## src/rtl/strobe_gen.sv

```systemverilog
module strobe_gen #(
  parameter int CHAIN_LEN = 8
) (
  input  logic                   clk,
  input  logic                   rst_n,
  input  logic                   start,
  input  logic                   hold_wrap,
  output logic [3:0]             phase_clk,
  output logic [2*CHAIN_LEN-1:0] strobe_a,
  output logic [2*CHAIN_LEN-1:0] strobe_b,
  output logic [1:0]             slow_a,
  output logic [1:0]             slow_b
);
  localparam int NSTB = 4 * CHAIN_LEN;

  logic [1:0]                  ph;
  logic                        armed;
  logic [3:0][CHAIN_LEN-1:0]   chain;
  logic [NSTB-1:0]             stb;
  logic                        idle;
  logic                        recirc;

  assign phase_clk = 4'b0001 << ph;
  assign idle      = ~|stb;
  assign recirc    = chain[3][CHAIN_LEN-1] & ~hold_wrap;

  always_ff @(posedge clk or negedge rst_n)
    if (!rst_n) begin
      ph    <= 2'd0;
      armed <= 1'b0;
    end else begin
      ph    <= ph + 2'd1;
      armed <= (armed & (ph != 2'd0)) | (start & idle & ~armed);
    end

  for (genvar c = 0; c < 4; c++) begin : g_chain
    logic sin;
    if (c == 0) begin : g_head
      assign sin = armed | recirc;
    end else begin : g_link
      assign sin = chain[c-1][0];
    end

    always_ff @(posedge clk or negedge rst_n)
      if (!rst_n)               chain[c] <= '0;
      else if (ph == 2'(c))     chain[c] <= {chain[c][CHAIN_LEN-2:0], sin};

    for (genvar j = 0; j < CHAIN_LEN; j++) begin : g_tap
      assign stb[4*j+c] = chain[c][j];
    end
  end

  for (genvar i = 0; i < 2*CHAIN_LEN; i++) begin : g_bank
    assign strobe_a[i] = stb[2*i];
    assign strobe_b[i] = stb[2*i+1];
  end

  assign slow_a = {|strobe_a[2*CHAIN_LEN-1:CHAIN_LEN], |strobe_a[CHAIN_LEN-1:0]};
  assign slow_b = {|strobe_b[2*CHAIN_LEN-1:CHAIN_LEN], |strobe_b[CHAIN_LEN-1:0]};
endmodule

```

## config.mk

```make
export PLATFORM = sky130hd
export DESIGN_NAME = strobe_gen
export DESIGN_NICKNAME = d
export VERILOG_FILES = /design/src/rtl/strobe_gen.sv
export SDC_FILE = /design/constraint.sdc
export NUM_CORES = 1
export LEC_CHECK = 0
export BUFFER_PORTS_ARGS = -buffer_cell sky130_fd_sc_hd__buf_4
export CELL_PAD_IN_SITES_DETAIL_PLACEMENT = 0
export CELL_PAD_IN_SITES_GLOBAL_PLACEMENT = 2
export CORE_UTILIZATION = 36
export DETAILED_ROUTE_END_ITERATION = 10
export GPL_TIMING_DRIVEN = 0
export MAX_ROUTING_LAYER = met4
export PLACE_DENSITY_LB_ADDON = 0.08
export SLEW_MARGIN = 5
export SYNTH_ARGS = -nofsm -noshare
export SYNTH_HDL_FRONTEND = slang
export SYNTH_SLANG_ARGS = --single-unit
```

## constraint.sdc

```tcl
create_clock -name clk -period 2.3 [get_ports clk]
set_input_delay 0.23 -clock clk [delete_from_list [all_inputs] [get_ports clk]]
set_output_delay 0.23 -clock clk [all_outputs]
set_load 0.005 [all_outputs]
```

[Yosys cells after proc, flatten, opt, wreduce, memory -nomap -nowiden]
Cells that the tools add are included.
Word-level totals
  register bits: 35
  bits in latches: 0
  bits in writable memories: 0
  bits in read-only memories: 0
  bits of input ports: 4
  output and inout port bits: 40
  word-level logic and storage cells: 27
  memories kept: 0
Cells by class
  add/sub/neg operators: 1
  multipliers: 0
  div/mod/pow operators: 0
  order comparisons: 0
  equal/unequal tests: 3
  shift-type cells: 1
  muxes and demuxes: 0
  bitwise operators: 8
  reductions and logical operators: 8
Operators with widths (count)
  32-bit OR reduction: 1
  8-bit OR reduction: 4
  1-bit AND: 4
  2-bit == test (second input constant): 2
  1-bit by 2-bit << shifter with 4-bit output (first input constant): 1
  2-bit by 1-bit adder with 2-bit output (second input constant): 1
  2-bit by 1-bit == test with 1-bit output (second input constant): 1
  2-bit logical NOT: 1
  1-bit inverter: 2
  1-bit OR: 2
  2-bit nonzero test: 1
  1-bit logical NOT: 1

[Logic depth before layout (Yosys ltp)]
  depth after elaboration: 5
  depth in mapped cells: 5
  gate-level depth less buffers: 4

[Worst setup path after synthesis]
Ideal clock, no wire load.
  kind: reg-to-reg
  start point: register ph[0]
  end point: register chain (netlist bit strobe_a[10])
  library setup time: 125 ps
  data arrival time: 1167 ps
  data required time: 2175 ps
  path slack: 1008 ps
  cell stages (with the launch flop): 5
  path buffers: 1
  period minus slack after synthesis: 1292 ps
  cells stage by stage: dfrtp_1 inv_1 ha_1 buf_2 mux2_2
Between the ends
  word-level cells in the longest chain between the ends: 1
RTL lines
  start: declaration: RTL line 16  | logic [1:0] ph;
  start signal: assignment: RTL line 32  | ph <= ph + 2'd1;
  2-bit logical NOT: RTL line 46  | else if (ph == 2'(c)) chain[c] <= {chain[c][CHAIN_LEN-2:0], sin};
  end signal: indexed assignment: RTL line 46
  end: declaration: RTL line 18  | logic [3:0][CHAIN_LEN-1:0] chain;
No other way between the ends.
A chain may end at the register's enable or synchronous reset.

[Worst setup path in the final report]
  start point: register chain (netlist bit strobe_b[0])
  end point: output slow_b[0]
Between the ends
  word-level cells in the longest chain between the ends: 1
RTL lines
  8-bit OR reduction: RTL line 59  | assign slow_b = {|strobe_b[2*CHAIN_LEN-1:CHAIN_LEN], |strobe_b[CHAIN_LEN-1:0]};
  end: declaration: RTL line 12  | output logic [1:0] slow_b
No other way between the ends.

==> results.sh <==
export IMPL_wl_per_cell_um=14.00
export IMPL_setup_viol=0
export IMPL_internal_power_w=0.0009429
export IMPL_drc=0
export IMPL_setup_worst_path_end_class="output pin"
export IMPL_slew_violations=0
export IMPL_num_rows=22
export IMPL_layout_setup_ws_ps=737.3
export IMPL_grt_pass1_vias=915
export IMPL_vias_per_cell=4.776
export IMPL_synthArstFlopShare_pct=100.0
export IMPL_worstSetupPathType="reg2out"
export IMPL_worstHoldPathType="in2reg"
export IMPL_skew_ps=2.825
export IMPL_min_path_cells=3
export IMPL_nFillCells=365
export IMPL_cts_buffers=5
export IMPL_ys_top_cells_by_count="dfrtp_1 (35), mux2_2 (31)"
export IMPL_pwr_share_seq_pct=54.0
export IMPL_critPathLaunchType="flop"
export IMPL_fp_dieW_um=65.52
export IMPL_yosysTopAreaCell="dfrtp_1"
export IMPL_clockPowerShare_pct=39.9
export IMPL_n_antenna_cell=0
export IMPL_p_per_area_nw_per_um2=613.1
export IMPL_ys_flop_type="dfrtp_1"
export IMPL_first_pass_iters=2
export IMPL_core_um2=3771
export IMPL_seq_area_um2=875.8
export IMPL_worst_pin_slew_ps=445.9
export IMPL_pwr_share_comb_pct=6.1
export IMPL_maxCapViolations=0
export IMPL_drt_iter0_markers=35
export IMPL_die_h_um=65.52
export IMPL_synth_area_leaders="dfrtp_1 (60%), mux2_2 (24%), ha_1 (3.4%)"
export IMPL_swShare_pct=20.95
export IMPL_post_route_period_util_pct=67.94
export IMPL_drive_above_1_share_pct=60.81
export IMPL_synth_area_per_cell_um2=15.13
export IMPL_post_synth_top_count_cell="dfrtp_1"
export IMPL_nNetsFinal=155
export IMPL_hold_viol_final=0
export IMPL_clockBufferDepth=2
export IMPL_synth_seq_area_share_pct=60.29
export IMPL_clk_pin_slew_ps=70
export IMPL_track_usage_pct=14.84
export IMPL_max_stage_delay_ps=420
export IMPL_worst_path_max_fanout=5
export IMPL_synth_edff_count=0
export IMPL_arrival_ps=1330
export IMPL_grt_pass1_wl_um=4491
export IMPL_grt_overflow=0
export IMPL_port_buffers=43
export IMPL_rsz0062_at_grt="no"
export IMPL_dieArea_um2=4293
export IMPL_antenna_found_initial=0
export IMPL_outcome="completed"
export IMPL_whs_ps=284.6
export IMPL_cts_tree="done"
export IMPL_fmax_mhz=639.9
export IMPL_area_growth_pct=33.94
export IMPL_gp_congestion=0.6745
export IMPL_syn_nets=104
export IMPL_netlist_instances=96
export IMPL_dp_cells=187
export IMPL_clock_sinks=35
export IMPL_peakVddDrop_mv=0.3780
export IMPL_reg2reg_depth=4
export IMPL_cts_htree_levels=2
export IMPL_initial_core_util_pct=38.52
export IMPL_p_sw_w=0.0002499
export IMPL_synth_top_cell_area_share_pct=60.29
export IMPL_leakage_nw=1.030
export IMPL_fin_crit_ps=1563
export IMPL_syn_area_um2=1453
export IMPL_critPathSlowestCell="dfrtp_1"
export IMPL_synth_seq_cells=35
export IMPL_fin_cells=196
export IMPL_ant_nets=0
export IMPL_synth_warnings=0
export IMPL_relSlewSlack_pct=70.28
export IMPL_multi_input_area_um2=545.5
export IMPL_wirelength_um=2744
export IMPL_crit_path_cell_trace="nor4_1 > nand2_1 > buf_4"
export IMPL_yosysUniqueCellTypes=15
export IMPL_grt_max_degree=36
export IMPL_io_pins=44
export IMPL_tns_ps=0
export IMPL_dp_hpwl_um=2027
export IMPL_required_ps=2070
export IMPL_ctsRootBufferMaster="clkbuf_8"
export IMPL_clk_latency_ps=280
export IMPL_place_ws_ps=896.2
export IMPL_vias=936
==> cell usage in the layout (no fill, tap or decap) <==
master,synthesis,layout
inv_1,3,3
buf_2,4,4
nand4_1,1,1
nand2b_1,1,1
dfrtp_1,35,35
o31ai_2,1,1
ha_1,4,4
nor4_4,1,1
nor4_1,4,4
nor4_2,3,3
a21oi_1,2,2
nand4b_1,1,1
dlygate4sd3_1,0,1
nor2_1,1,1
mux2_2,31,31
nand2_1,4,4
buf_4,0,43
clkbuf_1,0,1
clkbuf_8,0,7
==> cell type report <==
cell class,count,area share [%]
inverter,3,0.5788
sequential,35,45.02
tap,48,3.087
multi-input combinational,54,28.04
timing repair buffer,44,17.11
buffer,4,1.029
clock buffer,8,5.145
==> kinds of logic after synthesis <==
logic type      share of synthesized area, %
compound gates                         1.550
fa+ha+maj                              3.445
buf+inv                                2.153
flops                                  60.29
mux                                    24.03
simple gates                           8.527
==> path summary, 6_finish.rpt <==
| check | from | to | slack, ps |
|---|---|---|---|
| worst max-delay path | strobe_b[0] | slow_b[0] | 740 |
| worst min-delay path | start | armed | 280 |
| worst max register to register | ph[0] | strobe_a[6] | 900 |
| worst min register to register | ph[0] | ph[0] | 510 |
| max in group asynchronous | rst_n | strobe_a[3] | 1540 |
| min in group asynchronous | rst_n | strobe_b[10] | 440 |
==> stage by stage <==
stage / util (%) / cell area [µm²] / total power (W)
after floorplan: - / 1453 / 0.0006791
after global placement: 48.67 / 1836 / 0.0007278
after detailed placement: 48.67 / 1836 / 0.0007292
after CTS: 51.59 / 1946 / 0.001215
after global routing: 51.59 / 1946 / 0.001245
final: 51.59 / 1946 / 0.001193
==> registers in the layout (all words and copies together) (netlist names) <==
signal and flops:
armed 1, ph 2, strobe_a 16, strobe_b 16
==> worst max-delay path, delay by kind of cell (launching register included) <==
family	cells	cell delay, ps
buffers and inverters	1	160
DFF	1	420
and+or+nand+nor	2	480
==> metal layers <==
layer | vias up | wire length, µm | GRT usage [%]
met2 | 30 | 1212 | 20.10
met1 | 456 | 1355 | 19.84
met4 | 0 | 35 | 6.522
met3 | 4 | 141 | 5.208
met5 | - | 0 | -
li1 | 446 | - | -
==> power groups by stage <==
stage / Combinational (W) / Sequential, W / Clock, W
4_1_cts: 0.0000744 / 0.000645 / 0.000496
3_5_place_dp: 0.0000730 / 0.000656 / 0
3_3_place_gp: 0.0000721 / 0.000656 / 0
5_1_grt: 0.0000809 / 0.000647 / 0.000517
2_1_floorplan: 0.0000256 / 0.000653 / 0
6_report: 0.0000722 / 0.000644 / 0.000476
==> what timing repair did <==
item / CTS / global route
hold endpoints to repair: 35 / 0
hold buffers: 1 / 0
setup buffers: 0 / 0
resized for setup: 0 / 0
Note: power is estimated with default switching activity, not from simulation.
